[src/rtl/sft_pkg.sv]
// Package: shared types for the sensor frame timing generator.
// Assumes: scan mode arrives as a two-bit code with the values below.
package sft_pkg;

    typedef enum logic [1:0] {
        SCAN_SEQ       = 2'd0,
        SCAN_RESERVED  = 2'd1,
        SCAN_TWO_FIELD = 2'd2,
        SCAN_ONE_FIELD = 2'd3
    } scan_e;

endpackage

[src/rtl/sft_geometry.sv]
// Module: sft_geometry
// Purpose: clamps the blanking settings to their minimums and derives the
// row length, the blanking row count, the active row count and the frame length.
// Assumes: the configuration is stable for the length of a frame.
module sft_geometry
    import sft_pkg::*;
#(
    parameter int COL_W      = 10,
    parameter int ROW_W      = 9,
    parameter int HB_W       = 10,
    parameter int VB_W       = 12,
    parameter int MIN_HBLANK = 43,
    parameter int MIN_VBLANK = 4,
    parameter int HCNT_W     = 11,
    parameter int VCNT_W     = 13
) (
    input  logic [COL_W-1:0]  win_width,
    input  logic [ROW_W-1:0]  win_height,
    input  logic [HB_W-1:0]   hblank,
    input  logic [VB_W-1:0]   vblank,
    input  scan_e             scan_mode,
    output logic [HCNT_W-1:0] row_len,
    output logic [VCNT_W-1:0] blank_rows,
    output logic [VCNT_W-1:0] active_rows,
    output logic [VCNT_W-1:0] frame_rows
);

    logic [HB_W-1:0] hb_eff;
    logic [VB_W-1:0] vb_eff;

    // Raise each blanking value to its minimum.
    always_comb begin
        hb_eff = (hblank < HB_W'(MIN_HBLANK)) ? HB_W'(MIN_HBLANK) : hblank;
        vb_eff = (vblank < VB_W'(MIN_VBLANK)) ? VB_W'(MIN_VBLANK) : vblank;
    end

    // Derive the row and frame lengths; the parity-only mode halves the height, rounding up.
    always_comb begin
        row_len    = HCNT_W'(win_width) + HCNT_W'(hb_eff);
        blank_rows = VCNT_W'(vb_eff);
        if (scan_mode == SCAN_ONE_FIELD)
            active_rows = (VCNT_W'(win_height) + VCNT_W'(1)) >> 1;
        else
            active_rows = VCNT_W'(win_height);
        frame_rows = blank_rows + active_rows;
    end

endmodule

[src/rtl/sft_counters.sv]
// Module: sft_counters
// Purpose: free-running column and row counters that wrap at the row length
// and at the frame length.
// Assumes: row_len >= 2 and frame_rows >= 1. Wrapping uses >=, so a smaller
// length arriving mid-frame cannot run a counter past its end.
module sft_counters #(
    parameter int HCNT_W = 11,
    parameter int VCNT_W = 13
) (
    input  logic              clk,
    input  logic              rst_n,
    input  logic [HCNT_W-1:0] row_len,
    input  logic [VCNT_W-1:0] frame_rows,
    output logic [HCNT_W-1:0] hcnt,
    output logic [VCNT_W-1:0] vcnt
);

    logic h_last;
    logic v_last;

    // Detect the last clock of a row and the last row of a frame.
    always_comb begin
        h_last = (hcnt >= row_len - HCNT_W'(1));
        v_last = (vcnt >= frame_rows - VCNT_W'(1));
    end

    // Step the column every clock; step the row when a row ends.
    always_ff @(posedge clk) begin
        if (!rst_n) begin
            hcnt <= '0;
            vcnt <= '0;
        end else if (h_last) begin
            hcnt <= '0;
            vcnt <= v_last ? '0 : vcnt + VCNT_W'(1);
        end else begin
            hcnt <= hcnt + HCNT_W'(1);
        end
    end

endmodule

[src/rtl/sft_row_map.sv]
// Module: sft_row_map
// Purpose: turns the index of an active row into an array row address for
// the selected scan mode.
// Assumes: cfg_row_start + cfg_win_height fits in ROW_W bits.
module sft_row_map
    import sft_pkg::*;
#(
    parameter int ROW_W  = 9,
    parameter int VCNT_W = 13
) (
    input  logic [ROW_W-1:0]  row_start,
    input  logic [ROW_W-1:0]  win_height,
    input  scan_e             scan_mode,
    input  logic [VCNT_W-1:0] line_idx,
    output logic [ROW_W-1:0]  row_addr
);

    localparam int RW = VCNT_W + 1;

    logic          odd_start;
    logic [RW-1:0] start_w;
    logic [RW-1:0] height_w;
    logic [RW-1:0] idx_w;
    logic [RW-1:0] first_cnt;
    logic [RW-1:0] first_base;
    logic [RW-1:0] second_base;
    logic [RW-1:0] addr_w;

    // Work out the size and base of the even field and the odd field.
    always_comb begin
        odd_start   = row_start[0];
        start_w     = RW'(row_start);
        height_w    = RW'(win_height);
        idx_w       = RW'(line_idx);
        first_cnt   = odd_start ? (height_w >> 1) : ((height_w + RW'(1)) >> 1);
        first_base  = start_w + RW'(odd_start);
        second_base = start_w + RW'(!odd_start);
    end

    // Choose the address formula for the scan mode.
    always_comb begin
        case (scan_mode)
            SCAN_TWO_FIELD: begin
                if (idx_w < first_cnt)
                    addr_w = first_base + (idx_w << 1);
                else
                    addr_w = second_base + ((idx_w - first_cnt) << 1);
            end
            SCAN_ONE_FIELD: addr_w = start_w + (idx_w << 1);
            default:        addr_w = start_w + idx_w;
        endcase
        row_addr = addr_w[ROW_W-1:0];
    end

endmodule

[src/rtl/sensor_frame_timing.sv]
// Module: sensor_frame_timing (top)
// Purpose: produces the line-valid, frame-valid and frame-start timing and
// the column and row addresses for a windowed pixel array readout.
// Assumes: live configuration is held constant within a frame; FS_LEAD does
// not exceed MIN_VBLANK.
module sensor_frame_timing
    import sft_pkg::*;
#(
    parameter int COL_W      = 10,
    parameter int ROW_W      = 9,
    parameter int HB_W       = 10,
    parameter int VB_W       = 12,
    parameter int MIN_HBLANK = 43,
    parameter int MIN_VBLANK = 4,
    parameter int FS_LEAD    = 4
) (
    input  logic             clk,
    input  logic             rst_n,
    input  logic [COL_W-1:0] cfg_col_start,
    input  logic [ROW_W-1:0] cfg_row_start,
    input  logic [COL_W-1:0] cfg_win_width,
    input  logic [ROW_W-1:0] cfg_win_height,
    input  logic [HB_W-1:0]  cfg_hblank,
    input  logic [VB_W-1:0]  cfg_vblank,
    input  logic [1:0]       cfg_scan_mode,
    output logic [COL_W-1:0] col_addr,
    output logic [ROW_W-1:0] row_addr,
    output logic             line_valid,
    output logic             frame_valid,
    output logic             frame_start
);

    localparam int HCNT_W = ((COL_W > HB_W) ? COL_W : HB_W) + 1;
    localparam int VCNT_W = ((ROW_W > VB_W) ? ROW_W : VB_W) + 1;

    generate
        if (FS_LEAD > MIN_VBLANK) begin : g_bad_lead
            $error("FS_LEAD must not exceed MIN_VBLANK");
        end
    endgenerate

    scan_e             mode;
    logic [HCNT_W-1:0] row_len;
    logic [VCNT_W-1:0] blank_rows;
    logic [VCNT_W-1:0] active_rows;
    logic [VCNT_W-1:0] frame_rows;
    logic [HCNT_W-1:0] hcnt;
    logic [VCNT_W-1:0] vcnt;
    logic [VCNT_W-1:0] line_idx;
    logic [ROW_W-1:0]  mapped_row;
    logic              in_rows;

    assign mode = scan_e'(cfg_scan_mode);

    sft_geometry #(
        .COL_W(COL_W), .ROW_W(ROW_W), .HB_W(HB_W), .VB_W(VB_W),
        .MIN_HBLANK(MIN_HBLANK), .MIN_VBLANK(MIN_VBLANK),
        .HCNT_W(HCNT_W), .VCNT_W(VCNT_W)
    ) u_geometry (
        .win_width  (cfg_win_width),
        .win_height (cfg_win_height),
        .hblank     (cfg_hblank),
        .vblank     (cfg_vblank),
        .scan_mode  (mode),
        .row_len    (row_len),
        .blank_rows (blank_rows),
        .active_rows(active_rows),
        .frame_rows (frame_rows)
    );

    sft_counters #(.HCNT_W(HCNT_W), .VCNT_W(VCNT_W)) u_counters (
        .clk       (clk),
        .rst_n     (rst_n),
        .row_len   (row_len),
        .frame_rows(frame_rows),
        .hcnt      (hcnt),
        .vcnt      (vcnt)
    );

    sft_row_map #(.ROW_W(ROW_W), .VCNT_W(VCNT_W)) u_row_map (
        .row_start (cfg_row_start),
        .win_height(cfg_win_height),
        .scan_mode (mode),
        .line_idx  (line_idx),
        .row_addr  (mapped_row)
    );

    // Decode the valid flags, the strobe and the addresses from the counter position.
    always_comb begin
        in_rows     = (vcnt >= blank_rows) && (vcnt < frame_rows);
        line_idx    = vcnt - blank_rows;
        frame_valid = in_rows;
        line_valid  = in_rows && (hcnt < HCNT_W'(cfg_win_width));
        frame_start = rst_n && (hcnt == '0) && (vcnt == blank_rows - VCNT_W'(FS_LEAD));
        col_addr    = line_valid ? (cfg_col_start + hcnt[COL_W-1:0]) : '0;
        row_addr    = frame_valid ? mapped_row : '0;
    end

    // Line-valid only ever appears inside frame-valid.
    p_lv_in_fv_r4: assert property (@(posedge clk) disable iff (!rst_n)
        line_valid |-> frame_valid);

    // The column address stays inside the window while line-valid is high.
    p_col_in_window_r4: assert property (@(posedge clk) disable iff (!rst_n)
        line_valid |-> ((COL_W+1)'(col_addr) >= (COL_W+1)'(cfg_col_start)) &&
                       ((COL_W+1)'(col_addr) <  (COL_W+1)'(cfg_col_start) + (COL_W+1)'(cfg_win_width)));

    // The strobe lasts a single clock and never lands inside frame-valid.
    p_fs_single_r6: assert property (@(posedge clk) disable iff (!rst_n)
        frame_start |=> !frame_start);
    p_fs_outside_fv_r6: assert property (@(posedge clk) disable iff (!rst_n)
        frame_start |-> !frame_valid);

    // Every reported row address lies inside the configured window.
    p_row_in_window_r7: assert property (@(posedge clk) disable iff (!rst_n)
        frame_valid |-> ((ROW_W+1)'(row_addr) >= (ROW_W+1)'(cfg_row_start)) &&
                        ((ROW_W+1)'(row_addr) <  (ROW_W+1)'(cfg_row_start) + (ROW_W+1)'(cfg_win_height)));

    // Frame-valid only rises at the start of a row.
    p_fv_row_aligned_r5: assert property (@(posedge clk) disable iff (!rst_n)
        $rose(frame_valid) |-> (hcnt == '0));

endmodule

[config.mk]
export PLATFORM = sky130hd
export DESIGN_NAME = sensor_frame_timing
export DESIGN_NICKNAME = d
export VERILOG_FILES = /design/src/rtl/sft_pkg.sv /design/src/rtl/sft_geometry.sv /design/src/rtl/sft_counters.sv /design/src/rtl/sft_row_map.sv /design/src/rtl/sensor_frame_timing.sv
export SDC_FILE = /design/constraint.sdc
export NUM_CORES = 1
export LEC_CHECK = 0
export ABC_AREA = 1
export ABC_CLOCK_PERIOD_IN_PS = 4400
export BUFFER_PORTS_ARGS = -buffer_cell sky130_fd_sc_hd__buf_2
export CORE_ASPECT_RATIO = 0.7
export CORE_MARGIN = 10
export CORE_UTILIZATION = 58
export DETAILED_ROUTE_END_ITERATION = 6
export PLACE_DENSITY = 0.82
export SYNTH_ARGS = -nofsm -noshare
export SYNTH_HDL_FRONTEND = slang
export SYNTH_HIERARCHICAL = 1
export SYNTH_SLANG_ARGS = --single-unit
[constraint.sdc]
create_clock -name clk -period 4.4 [get_ports clk]
set_input_delay 0.22 -clock clk [delete_from_list [all_inputs] [get_ports clk]]
set_output_delay 0.22 -clock clk [all_outputs]
set_load 0.005 [all_outputs]
==> impl_metrics.toml, run 1 <==
[layout]
area_growth_pct = 12.3
utilization_pct = 67.7
design_area_um2 = 9040
layout-drive-gt1-share_pct = 14.6
antenna_cells = 0
nNetsFinal = 1679

[pwr]
irDropWorstVdd_uv = 152
p_switching_uw = 812
seqPwrFrac_pct = 13.7
powerDensity_nw_per_um2 = 184
p_int_uw = 853
total_power_mw = 1.66
comb_power_share_pct = 70.6
p_clk_share_pct = 15.8
switching_share_pct = 48.8
leakage_nw = 5.15

[detailed_routing]
drt_iter0_markers = 732
antenna_left = 0
viasPerCell = 5.30
wl_per_cell_um = 13.7
wl_met2_um = 9540
vias = 8825
dr.pass1.iters = 5
dr.max_layer_used = "met4"
drt-total-wl_um = 22800
drc_errors = 0
wl_met3_um = 1970
wl_met1_um = 11100

[clock_network]
path_clk_slew_ps = 60
htree_num_levels = 1
insertion_delay_ps = 260
cts_sinks = 24
numCtsBuffers = 3
cts_tree = "done"
cts-root-buf = "clkbuf_16"
clockBufferDepth = 2

[worst_hold_path]
hold_depth = 3
holdPathEnd = "u_counters/vcnt[8]$_SDFFE_PN0P_"
holdCritStartpoint = "rst_n"
hp-class = "input port to flip-flop"

[synth]
avgSynthCellArea_um2 = 5.81
syn-cell-area_um2 = 8050
yosys_warnings = 6
synth_fp_nets = 1583
netlist_instances = 1386

[die]
die_area_um2 = 19100
die_h_um = 119
core_area_um2 = 13400
die_w_um = 161
initial_core_util_pct = 60.3
io_pins = 86
rows = 35

[timing]
rsz0062_at_grt = "true"
max_freq_mhz = 240
skew_ps = 2.99
setup_viol = 0
finalMaxSlewViolations = 0
setup_ws_ps = 236
setup_tns_ps = 0
hold_viol = 0
finalCritPeriodShare_pct = 94.6
period_needed_ps = 4160

[critical_path]
reg2reg_slack_ps = 2290
cp_max_fo = 3
crit_top_cell = "nand2_1"
path_class = "input port to primary output"
r2r-end = "u_counters/vcnt[11]$_SDFFE_PN0P_"
start_kind = "input port"
r2r-start = "u_counters/hcnt[1]$_SDFF_PP0_"
critPathArrivalTime_ps = 3940
critPathSlowestCell = "fa_1"
crit_required_ps = 4180
slowest_delay_ps = 430
setup.worst_path.end_class = "primary output"
r2r_cells = 12

[placement]
pre_cts_ws_ps = -84.3
place_area_um2 = 8750
io_buffers = 85
hpwl_um = 19000
gp_congestion = 0.969

[grt]
antenna_found_initial = 0
grt_overflow = 0
grt_pass1_wl_um = 37100
grt_pass1_vias = 7842
grt_start_max_net_pins = 16
grt_usage_pct = 22.3

[outcome]
status = "complete, no violations"

[run]
maxCapViolations = 0
-- metal layers --
metal	vias up	GRT usage, %
met4	0	3.17
met5	-	0
met3	18	4.06
li1	4583	-
met1	3904	32.4
met2	320	34.0
-- critical path, delay by kind of cell --
family                   cells  cell delay, ps
XOR/XNOR                     2             350
AO/OA/AOI/OAI                3             410
adder cells (fa/ha/maj)      4            1290
buffers and inverters        7             450
AND/OR/NAND/NOR             15            1230
-- final cells by class --
class,count,area [µm²]
Clock buffer,3,75.1
Clock inverter,1,30.0
Fill cell,1228,4320
Inverter,243,912
Multi-Input combinational cell,1096,6670
Sequential cell,24,480
Tap cell,185,231
Timing Repair Buffer,114,643
-- sequential cells by signal (all words and copies together), names as in the netlist --
register / count
u_counters/hcnt: 11
u_counters/vcnt: 13
-- worst max path at each step --
stage	cells after the start	end	slack, ps	from
5_1_grt	32	row_addr[8]	-30	cfg_vblank[9]
3_3_place_gp	32	row_addr[8]	140	cfg_vblank[9]
2_1_floorplan	29	row_addr[8]	520	cfg_vblank[9]
4_1_cts	34	row_addr[8]	30	cfg_vblank[9]
6_report	31	row_addr[8]	240	cfg_vblank[11]
3_5_place_dp	32	row_addr[8]	-80	cfg_vblank[9]
-- through the flow --
step                hold slack [ps]  std cells
CTS                             335       1661
finish                          339       1666
global route                    354       1666
floorplan                       361       1386
detailed placement              530       1657
global placement                532       1657
-- layout by cell type, fill, tap and decap left out, types with 7 or more instances in the layout --
master,n
or2_2,10
nand3_2,7
nand4_1,30
nor2_2,24
nand3_1,118
xor2_1,52
nor2_1,146
nor3_1,15
dfxtp_1,24
nand2_1,369
ha_1,119
fa_1,9
a21oi_1,55
nand2_2,14
buf_2,85
o21ai_0,26
buf_4,29
inv_1,237
xnor2_1,35
a21oi_2,10
-- timing repair --
action / CTS / global route
setup buffers: 0 / 5
pin swaps: 0 / 9
endpoints found under the setup margin: 1 / 21
hold buffers: 0 / 0
gates cloned: 0 / 0
resized for setup: 2 / 29
-- power groups by stage --
stage	Clock [mW]	Sequential [mW]	Combinational [mW]
after floorplan	0	0.229	0.836
after global placement	0	0.233	1.07
after detailed placement	0	0.233	1.09
after CTS	0.263	0.228	1.10
after global routing	0.273	0.228	1.33
final	0.262	0.228	1.17
No activity file was read; power rests on OpenSTA's default activity.
==> run 2, diff against run 1 <==
Settings changed: ABC_CLOCK_PERIOD_IN_PS 4400 to 4000, CORE_UTILIZATION 58 to 60, CTS_CLUSTER_DIAMETER from default to 50, PLACE_DENSITY 0.82 to 0.84.
Clock period 4.4 ns to 4 ns, I/O delays scaled along.
==> impl_metrics.toml, run 2 (same netlist as run 1, synthesis figures left out) <==
[outcome]
status = "finished, violations left"
violations = "design-rule violations, negative setup slack"

[grt]
grt_overflow = 0
antenna_found_initial = 0
grt_usage_pct = 24.9
grt_pass1_vias = 8457
grt_pass1_wl_um = 38700
grt_start_max_net_pins = 16

[layout]
final_common_cell = "nand2_1"
top_register = "u_counters/vcnt"
n_fill_cell = 1013
nNetsFinal = 1740
largest_register_ffs = 13
top_regs = "u_counters/vcnt x13, u_counters/hcnt x11"
instances_no_fill = 1707
layout-drive-gt1-share_pct = 23.8
layout_common_cells = "347 x nand2_1, 227 x inv_1, 138 x nor2_1"
antenna_cells = 0
area_growth_pct = 24.0

[pwr]
powerDensity_nw_per_um2 = 206
leakage_nw = 5.54
irDropWorstVdd_uv = 134
total_power_mw = 2.06

[critical_path]
r2r-start = "u_counters/hcnt[1]$_SDFF_PP0_"
slowest_delay_ps = 310
setup.worst_path.end_class = "primary output"
critPathSlowestCell = "ha_4"
r2r_cells = 11
r2r-end = "u_counters/hcnt[8]$_SDFF_PP0_"
critPathArrivalTime_ps = 3900
cp_max_fo = 4
crit_required_ps = 3800
start_kind = "input port"
reg2reg_slack_ps = 2000
path_class = "input port to primary output"

[clock_network]
htree_num_levels = 1
numCtsBuffers = 3
cts_sinks = 24
cts-root-buf = "clkbuf_16"
clockBufferDepth = 2
path_clk_slew_ps = 60
cts_tree = "done"
insertion_delay_ps = 260

[worst_hold_path]
hp-class = "input port to flip-flop"
holdPathEnd = "u_counters/vcnt[6]$_SDFFE_PN0P_"
holdCritStartpoint = "rst_n"
hold_depth = 3

[die]
core_area_um2 = 13100
io_pins = 86
die_area_um2 = 18500
die_h_um = 117
die_w_um = 158
rows = 35
initial_core_util_pct = 61.3

[placement]
gp_congestion = 0.976
pre_cts_ws_ps = -167
hpwl_um = 19800
io_buffers = 85
dp_cells = 1685

[timing]
max_freq_mhz = 244
rsz0062_at_grt = "true"
finalCritPeriodShare_pct = 102
hold_viol = 0
skew_ps = 2.66
setup_viol = 1
finalMaxSlewViolations = 0
setup_ws_ps = -95.4
period_needed_ps = 4100

[detailed_routing]
drt_iter0_markers = 1045
drc_errors = 19
wl_per_cell_um = 15.6
drt-total-wl_um = 26600
viasPerCell = 5.67
antenna_left = 0
dr.pass1.iters = 7
vias = 9675

[run]
maxCapViolations = 0
[run 2: cell types whose count changed in the layout (fill, tap and decap cells not counted), sizes merged]
cell    change
buf        +60
bufinv      -1
nand2       +1
[run 2: stage by stage]
stage	util (%)	instance area [µm²]	setup TNS (ps)	hold WS [ps]
3_5_place_dp	69.3	9100	-622	552
6_report	76.0	9980	-95.4	328
5_1_grt	76.0	9980	-5560	337
2_1_floorplan	-	8050	0	341
4_1_cts	70.5	9270	0	324
3_3_place_gp	69.3	9100	0	527
[run 2: final cells by class]
cell class	instances	area, µm²	share of cell area [%]
clock buffer	3	75.1	0.752
inverter	243	917	9.19
timing repair buffer	174	1170	11.7
sequential	24	482	4.83
tap	166	208	2.08
multi-input combinational	1097	7130	71.5
[run 2: worst max-delay path, delay by kind of cell]
| family | cells | cell delay, ps |
|---|---|---|
| buffers and inverters | 8 | 720 |
| AOI/OAI and AO/OA | 3 | 330 |
| and+or+nand+nor | 14 | 1380 |
| xor gates and xnor gates | 2 | 450 |
| adders and majority gates | 3 | 830 |
[run 2: worst max-delay path by stage]
stage | startpoint | to | slack (ps) | cells after the start
after floorplan | cfg_vblank[9] | row_addr[8] | 160 | 29
after global placement | cfg_vblank[11] | row_addr[8] | 10 | 30
after detailed placement | cfg_vblank[9] | row_addr[8] | -170 | 32
after CTS | cfg_vblank[11] | row_addr[8] | 2 | 30
after global routing | cfg_vblank[8] | row_addr[8] | -280 | 33
final | cfg_vblank[8] | row_addr[8] | -100 | 30
[run 2: routing by layer]
| metal | up-vias | track usage [%] | wire length [µm] |
|---|---|---|---|
| met2 | 585 | 40.3 | 11800 |
| met3 | 112 | 3.98 | 2810 |
| met1 | 4284 | 34.3 | 11100 |
| met5 | - | 0 | 0 |
| met4 | 0 | 4.98 | 941 |
| li1 | 4694 | - | - |
[run 2: report_power, final]
group / switching [mW] / internal [mW]
combinational: 0.937 / 0.654
sequential: 0.00847 / 0.242
clock: 0.0833 / 0.132
total: 1.03 / 1.03
[run 2: what timing repair did]
action,in CTS,in global routing
hold buffers,0,0
pin swaps,8,62
buffers inserted,3,15
setup endpoints to repair,3,42
cloned,0,1
hold endpoints to repair,0,0
gates resized for setup,10,142
